==> config.mk <==
export PLATFORM = sky130hd
export DESIGN_NAME = supply_window_seq
export DESIGN_NICKNAME = d
export VERILOG_FILES = /design/src/rtl/swseq_pkg.sv /design/src/rtl/swseq_sync.sv /design/src/rtl/swseq_mr_filter.sv /design/src/rtl/swseq_timer.sv /design/src/rtl/supply_window_seq.sv
export SDC_FILE = /design/constraint.sdc
export NUM_CORES = 1
export LEC_CHECK = 0
export BUFFER_PORTS_ARGS = -buffer_cell sky130_fd_sc_hd__buf_2
export CORE_AREA = 3 3 76 78
export CTS_CLUSTER_SIZE = 16
export DETAILED_ROUTE_END_ITERATION = 8
export DIE_AREA = 0 0 79 81
export PLACE_DENSITY_LB_ADDON = 0.3
export SYNTH_ARGS = -nofsm -noshare
export SYNTH_HDL_FRONTEND = slang
export SYNTH_SLANG_ARGS = --single-unit
==> constraint.sdc <==
create_clock -name clk -period 3.1 [get_ports clk]
set_clock_uncertainty 0.05 [all_clocks]
set_input_delay 0.465 -clock clk [delete_from_list [all_inputs] [get_ports clk]]
set_output_delay 0.465 -clock clk [all_outputs]
set_load 0.03 [all_outputs]
==> src/rtl/swseq_pkg.sv <==
package swseq_pkg;

  // How the output register bank is driven in a given cycle.
  typedef enum logic [1:0] {
    DRV_LOCK = 2'd0,   // force everything low
    DRV_MASK = 2'd1,   // margin test: force everything high
    DRV_LIVE = 2'd2    // reflect monitored state
  } drive_mode_e;

  function automatic drive_mode_e pick_mode(input logic lock_act, input logic margin_n_s);
    if (lock_act)        return DRV_LOCK;
    else if (!margin_n_s) return DRV_MASK;
    else                 return DRV_LIVE;
  endfunction

endpackage

==> src/rtl/swseq_sync.sv <==
module swseq_sync #(
  parameter int          WIDTH   = 1,
  parameter int          STAGES  = 2,
  parameter logic [WIDTH-1:0] RST_VAL = '0
) (
  input  logic             clk,
  input  logic             rst_n,
  input  logic [WIDTH-1:0] d,
  output logic [WIDTH-1:0] q
);

  logic [WIDTH-1:0] stg [STAGES];

  for (genvar gi = 0; gi < STAGES; gi++) begin : g_stage
    if (gi == 0) begin : g_first
      always_ff @(posedge clk or negedge rst_n) begin
        if (!rst_n) stg[gi] <= RST_VAL;
        else        stg[gi] <= d;
      end
    end else begin : g_next
      always_ff @(posedge clk or negedge rst_n) begin
        if (!rst_n) stg[gi] <= RST_VAL;
        else        stg[gi] <= stg[gi-1];
      end
    end
  end

  assign q = stg[STAGES-1];

endmodule

==> src/rtl/swseq_mr_filter.sv <==
module swseq_mr_filter #(
  parameter int GLITCH_CYC = 30
) (
  input  logic clk,
  input  logic rst_n,
  input  logic mr_n_s,     // synchronized request, active low
  output logic mr_act      // filtered request, active high
);

  localparam int CW = $clog2(GLITCH_CYC + 1);
  localparam logic [CW-1:0] LAST = CW'(GLITCH_CYC - 1);

  logic [CW-1:0] low_run;

  // Asserts only after GLITCH_CYC consecutive low samples; releases at once.
  always_ff @(posedge clk or negedge rst_n) begin
    if (!rst_n) begin
      low_run <= '0;
      mr_act  <= 1'b0;
    end else if (mr_n_s) begin
      low_run <= '0;
      mr_act  <= 1'b0;
    end else if (!mr_act) begin
      if (low_run == LAST) mr_act <= 1'b1;
      else                 low_run <= low_run + 1'b1;
    end
  end

endmodule

==> src/rtl/swseq_timer.sv <==
module swseq_timer #(
  parameter int TIMEOUT_CYC = 20_000_000
) (
  input  logic clk,
  input  logic rst_n,
  input  logic src_any,    // any fault source active this cycle
  output logic hold        // reset must stay asserted
);

  localparam int TW = $clog2(TIMEOUT_CYC + 1);
  localparam logic [TW-1:0] LAST = TW'(TIMEOUT_CYC - 1);

  logic [TW-1:0] clear_run;

  always_ff @(posedge clk or negedge rst_n) begin
    if (!rst_n) begin
      clear_run <= '0;
      hold      <= 1'b1;
    end else if (src_any) begin
      clear_run <= '0;
      hold      <= 1'b1;
    end else if (hold) begin
      if (clear_run == LAST) hold <= 1'b0;
      else                   clear_run <= clear_run + 1'b1;
    end
  end

endmodule

==> src/rtl/supply_window_seq.sv <==
module supply_window_seq
  import swseq_pkg::*;
#(
  parameter int NCH         = 4,
  parameter int SYNC_STAGES = 2,
  parameter int GLITCH_CYC  = 30,
  parameter int TIMEOUT_CYC = 20_000_000
) (
  input  logic           clk,
  input  logic           rst_n,
  input  logic [NCH-1:0] uv_flag,
  input  logic [NCH-1:0] ov_flag,
  input  logic           mr_n,
  input  logic           margin_n,
  input  logic           lockout,
  output logic [NCH-1:0] uv_out_n,
  output logic [NCH-1:0] ov_out_n,
  output logic           sys_rst_n
);

  localparam int SW = 2*NCH + 3;
  // lockout, margin_n and mr_n idle in their safe/inactive level during reset
  localparam logic [SW-1:0] SYNC_IDLE = {3'b111, {(2*NCH){1'b0}}};

  logic [SW-1:0]  sync_q;
  logic [NCH-1:0] uv_s, ov_s;
  logic           mr_n_s, margin_n_s, lock_s;
  logic           mr_act, src_any, hold;
  drive_mode_e    mode;

  swseq_sync #(
    .WIDTH   (SW),
    .STAGES  (SYNC_STAGES),
    .RST_VAL (SYNC_IDLE)
  ) u_sync (
    .clk   (clk),
    .rst_n (rst_n),
    .d     ({lockout, margin_n, mr_n, ov_flag, uv_flag}),
    .q     (sync_q)
  );

  assign uv_s       = sync_q[NCH-1:0];
  assign ov_s       = sync_q[2*NCH-1:NCH];
  assign mr_n_s     = sync_q[2*NCH];
  assign margin_n_s = sync_q[2*NCH+1];
  assign lock_s     = sync_q[2*NCH+2];

  swseq_mr_filter #(
    .GLITCH_CYC (GLITCH_CYC)
  ) u_mr (
    .clk    (clk),
    .rst_n  (rst_n),
    .mr_n_s (mr_n_s),
    .mr_act (mr_act)
  );

  assign src_any = (|uv_s) | (|ov_s) | mr_act | lock_s;

  swseq_timer #(
    .TIMEOUT_CYC (TIMEOUT_CYC)
  ) u_timer (
    .clk     (clk),
    .rst_n   (rst_n),
    .src_any (src_any),
    .hold    (hold)
  );

  always_comb mode = pick_mode(lock_s, margin_n_s);

  always_ff @(posedge clk or negedge rst_n) begin
    if (!rst_n) begin
      uv_out_n  <= '0;
      ov_out_n  <= '0;
      sys_rst_n <= 1'b0;
    end else begin
      unique case (mode)
        DRV_LOCK: begin
          uv_out_n  <= '0;
          ov_out_n  <= '0;
          sys_rst_n <= 1'b0;
        end
        DRV_MASK: begin
          uv_out_n  <= '1;
          ov_out_n  <= '1;
          sys_rst_n <= 1'b1;
        end
        default: begin
          uv_out_n  <= ~uv_s;
          ov_out_n  <= ~ov_s;
          sys_rst_n <= ~hold;
        end
      endcase
    end
  end

endmodule

Word-level counts from Yosys, hierarchy flattened
Cells that the tools add are included.
- equality and inequality tests: 6
- reductions and logical operators: 6
- multiplexer cells: 17
- bitwise operators: 6
- add/sub/neg operators: 2
- operators with widths (cell ; number):
    25-bit two-way mux ; 3
    25-bit by 1-bit adder with 25-bit output, second input constant ; 1
    25-bit equality test, second input constant ; 1
    4-bit one-hot mux with 2 select lines ; 2
    5-bit two-way mux ; 3
    4-bit inverter ; 2
    4-bit OR reduction ; 2
    1-bit two-way mux ; 6
    2-bit inequality test, second input constant ; 3
    5-bit by 1-bit adder with 5-bit output, second input constant ; 1
    5-bit equality test, second input constant ; 1
    2-bit two-way mux ; 2
    2-bit AND reduction ; 2
    1-bit bitwise OR ; 3
    2-bit by 1-bit equality test with 1-bit output, second input constant ; 1
    2-bit logical NOT ; 1
    1-bit one-hot mux with 2 select lines ; 1
    2-bit nonzero test ; 1
    1-bit inverter ; 1
- register bits: 63
- bits of input ports: 13
- output and inout bits: 9

Logic depth before layout (Yosys ltp)
- word-level depth: 6
- mapped depth: 7
- depth with buffers taken out: 6

By module
A second synthesis with hierarchy kept.
- cells, all modules: 243
- area, all modules: 2732.6 um^2
- modules (own cells, without submodules) (module ; instances ; cells an instance ; area each (um^2)):
    swseq_timer ; 1 ; 157 ; 1468.9
    swseq_sync ; 1 ; 33 ; 640.6
    supply_window_seq ; 1 ; 24 ; 312.8
    swseq_mr_filter ; 1 ; 29 ; 310.3

Worst setup path after synthesis
OpenSTA, ideal clock, no wires.
- path kind: register to register
- start: register u_timer.clear_run[0]
- end: register u_timer.clear_run[14]
- stages on the path, launching flop included: 7
- arrival time: 1733 ps
- path buffers: 0
- data required time: 2972 ps
- slack: 1239 ps
- library setup time: 78 ps
- cells stage by stage: dfrtp_1 -> ha_1 -> and4_1 -> nand2_1 -> nor4_2 -> or4b_2 -> a21oi_1
- longest elaborated chain between the ends: 4
- elaborated cells on any way between the ends: 7
- ends and longest elaborated chain (what ; RTL line ; RTL):
    start, declared ; swseq_timer.sv:13 ; logic [TW-1:0] clear_run;
    start signal, assigned ; swseq_timer.sv:24 ; else clear_run <= clear_run + 1'b1;
    25-bit by 1-bit adder with 25-bit output ; swseq_timer.sv:24 ;
    25-bit two-way mux ; swseq_timer.sv:23 ; if (clear_run == LAST) hold <= 1'b0;
    25-bit two-way mux ; swseq_timer.sv:22 ; end else if (hold) begin
    25-bit two-way mux ; swseq_timer.sv:19 ; end else if (src_any) begin
Several ways; a longest one is shown, not always the timed one. The select of a mux whose other input is x is not followed.
A chain may end at the register's enable or synchronous reset.

Final worst setup path
Ends and elaborated chain as after synthesis.

==> metrics.md <==
| Metric | Value |
|---|---|
| Status | `complete, no violations` |
| Maximum vdd ir drop | `466.5 uV` |
| Synth Instances | `228` |
| Number of flops mapped to enable cells by yosys | `0` |
| # rows | `26` |
| # Post-CTS Setup Buffers | `0` |
| Worst slew pin tran | `593.4 ps` |
| Net Sw Frac | `0.2427` |
| Wire length per cell | `13.97 um` |
| Register-to-Register Path Depth | `5` |
| Vias in the first global route | `1,739` |
| Most used DFF post-synth | `dfrtp_1` |
| Initial core utilization | `0.4995` |
| Combinational Power Share | `0.037` |
| Fmax | `471.4 MHz` |
| CP Capture Type | `flop` |
| CP max FO | `11` |
| Most common cell after layout, fill and taps aside | `dfrtp_1` |
| Post-Syn Area | `2567 um^2` |
| #FFs+latches synth | `63` |
| Flip-flop and latch area | `1585 um^2` |
| Clock buffer count from CTS | `9` |
| Top Family by Delay on Critical Path | `simple AND/OR/NAND/NOR gates` |
| Worst-case clock buffer depth | `2` |
| Maxcap violations | `0` |
| CORE AREA | `5140 um^2` |
| Synth warn | `0` |
| Clock Pin Slew Worst Setup and Hold Paths | `70 ps` |
| Fin nets | `271` |
| Top routing layer in use | `met4` |
| Root Driver | `clkbuf_8` |
| Ys async rst share | `1.000` |
| Total gr overflow | `0` |
| Number of detailed-route iterations in the first pass | `4` |
| Slew Viols, Final | `0` |
| Buffers on Ports | `21` |
| All-Layer GR Usage | `0.1694` |
| Die H | `81 um` |
| Fin util | `0.5704` |
| Met3 WL post-DR | `181 um` |
| Final TNS setup | `0 ps` |
| Worst Path Buf+Inv | `0` |
| Fraction of layout cells with a size suffix above 1 | `0.2115` |
| Synth cell types | `34` |
| Gpl congestion | `0.8051` |
| Cts hold-fix bufs | `0` |
| WP depth | `5` |
| Crit path cell chain | `ha_1 > and4_1 > nand3_1 > or4b_2 > a21oi_1` |
| Worst rel slew slack | `0.6044` |
| Reg power frac | `0.555` |
| Critical Path Start Type | `flop` |
| Final setup vio count | `0` |
| IO Count | `22` |
| HPWL after DPL | `3.140 mm` |
| Kind of critical path | `flop to flop` |
| Post-synthesis xor/xnor area fraction | `0.04776` |
| Initial antenna violation count | `0` |
| Leak Pwr | `1.219 nW` |
| Adder-Cell Fraction of Synth Area | `0.01462` |
| CP peak stage delay | `680 ps` |
| Final period util | `0.6842` |
| Most frequent cells in the layout | `dfrtp_1, nor2_1, buf_2` |
| Via count | `1,781` |
| Residual DRC | `0` |
| Multi-input gate area | `943.4 um^2` |
| Die Area | `6399 um^2` |
| P&R area growth vs syn | `14.18%` |
| Iter 0 DRT Violations | `131` |
| Switch Pwr | `0.0003787 W` |
| Worst path slowest cell | `or4b_2` |
| Met2 routed WL | `2.064 mm` |
| RSZ-0062 raised after global routing | `false` |
| Final hold vios | `0` |
| Syn Area/Cell | `11.26 um^2` |
| First-pass GRT wire length | `8.197 mm` |
| P per Cell Area | `532.2 nW/um^2` |
| Period minus WS final | `2121 ps` |
| Largest net degree at the start of global routing | `38` |
| Htree depth | `3` |
| Later-pin clock latency in the skew report | `340 ps` |
| Post-synthesis mux area share | `0` |
| Die Wd | `79 um` |
| DRT antenna net count | `0` |
| Mapped Nets | `244` |
| Vias per inst | `5.397` |
| Type of the most critical hold path | `input pin to asynchronous set/reset pin` |
| WL final | `4.609 mm` |
| Post-Synth Simple-Gate Area | `0.2027` |
| CTS resizes | `0` |
| Main combinational cell family by area after synthesis | `simple AND/OR/NAND/NOR gates` |
| Area fraction in compound gates after synthesis | `0.1023` |
| Sequential area share after synthesis | `0.6174` |
| CTS tree | `built` |
| Cell Int Power | `0.001181 W` |
| Crit path DAT | `2330 ps` |
| Critical Path RT | `3310 ps` |
| CTS sink count | `63` |
| ANT cells | `0` |
| Fillers | `462` |
| Clock group share of total power | `0.408` |
| M1 wire length | `2.257 mm` |
## layout make-up
| type | instances | area share |
|---|---|---|
| clock buffers | 10 | 0.04695 |
| clock inverters | 6 | 0.01579 |
| inverters | 3 | 0.003841 |
| multi-input cells | 155 | 0.3218 |
| flip-flops and latches | 63 | 0.5408 |
| well taps | 70 | 0.02988 |
| repair buffers | 23 | 0.04097 |
## cell usage after synthesis (4+ instances only)
master	instances	area share
a21oi_1	18	0.035
nand3_1	12	0.023
xnor2_1	5	0.017
xor2_1	9	0.031
nor3_1	8	0.016
nand4_1	8	0.019
o21ai_0	8	0.016
nor4b_1	4	0.014
nand2_1	13	0.019
dfrtp_1	56	0.55
o211ai_1	5	0.015
nor2_1	24	0.035
or3_1	7	0.017
o21a_1	6	0.018
dfstp_2	7	0.072
clkbuf_1	6	0.0088
## path summary, 6_finish.rpt
path                            slack, ps                 start                    end
worst min register to register        300        u_sync.stg[12]            u_sync.q[1]
min in group clk                      170              margin_n         u_sync.stg[20]
max in group asynchronous            2030                 rst_n            u_sync.q[9]
worst max-delay path                  980  u_timer.clear_run[0]  u_timer.clear_run[14]
worst max register to register        980  u_timer.clear_run[0]  u_timer.clear_run[14]
worst min-delay path                   70                 rst_n        u_mr.low_run[1]
## flip-flops by register name, summed over array words and instances, names as in the netlist
name	flops
u_timer.clear_run	25
u_sync.q	11
u_sync.stg	11
u_mr.low_run	5
ov_out_n	4
uv_out_n	4
sys_rst_n	1
u_mr.mr_act	1
u_timer.hold	1
## routing by layer
layer	vias to the layer above	GRT usage
met5	-	0
met4	0	0.09278
met3	8	0.04767
met2	39	0.2517
met1	857	0.2255
li1	877	-
## cell families (layout without fill, tap and decap cells)
logic type | after synthesis | in the layout
AOI/OAI and AO/OA | 43 | 43
DFF | 63 | 63
buffers and inverters | 10 | 42
xor gates and xnor gates | 14 | 14
and+or+nand+nor | 95 | 95
adders and majority gates | 3 | 3
## power groups by stage
stage                     Clock (W)  Combinational (W)  Sequential [W]
final                      0.000636          0.0000584        0.000865
after global routing       0.000705          0.0000660        0.000868
after CTS                  0.000659          0.0000606        0.000865
after detailed placement          0          0.0000604        0.000881
after global placement            0          0.0000592        0.000880
after floorplan                   0          0.0000138        0.000890
## through the flow
step / instances / cell area (um^2) / hold slack [ps] / power, W / worst slack [ps]
4_1_cts: 330 / 2932 / 86.41 / 0.001585 / 978.0
2_1_floorplan: 228 / 2567 / 119.4 / 0.0009037 / 1239
6_report: 330 / 2932 / 73.76 / 0.001560 / 978.9
5_1_grt: 330 / 2932 / 95.92 / 0.001639 / 802.3
3_3_place_gp: 314 / 2748 / 282.0 / 0.0009392 / 1050
3_5_place_dp: 314 / 2748 / 285.5 / 0.0009413 / 995.7
No activity file was read; power rests on OpenSTA's default activity.
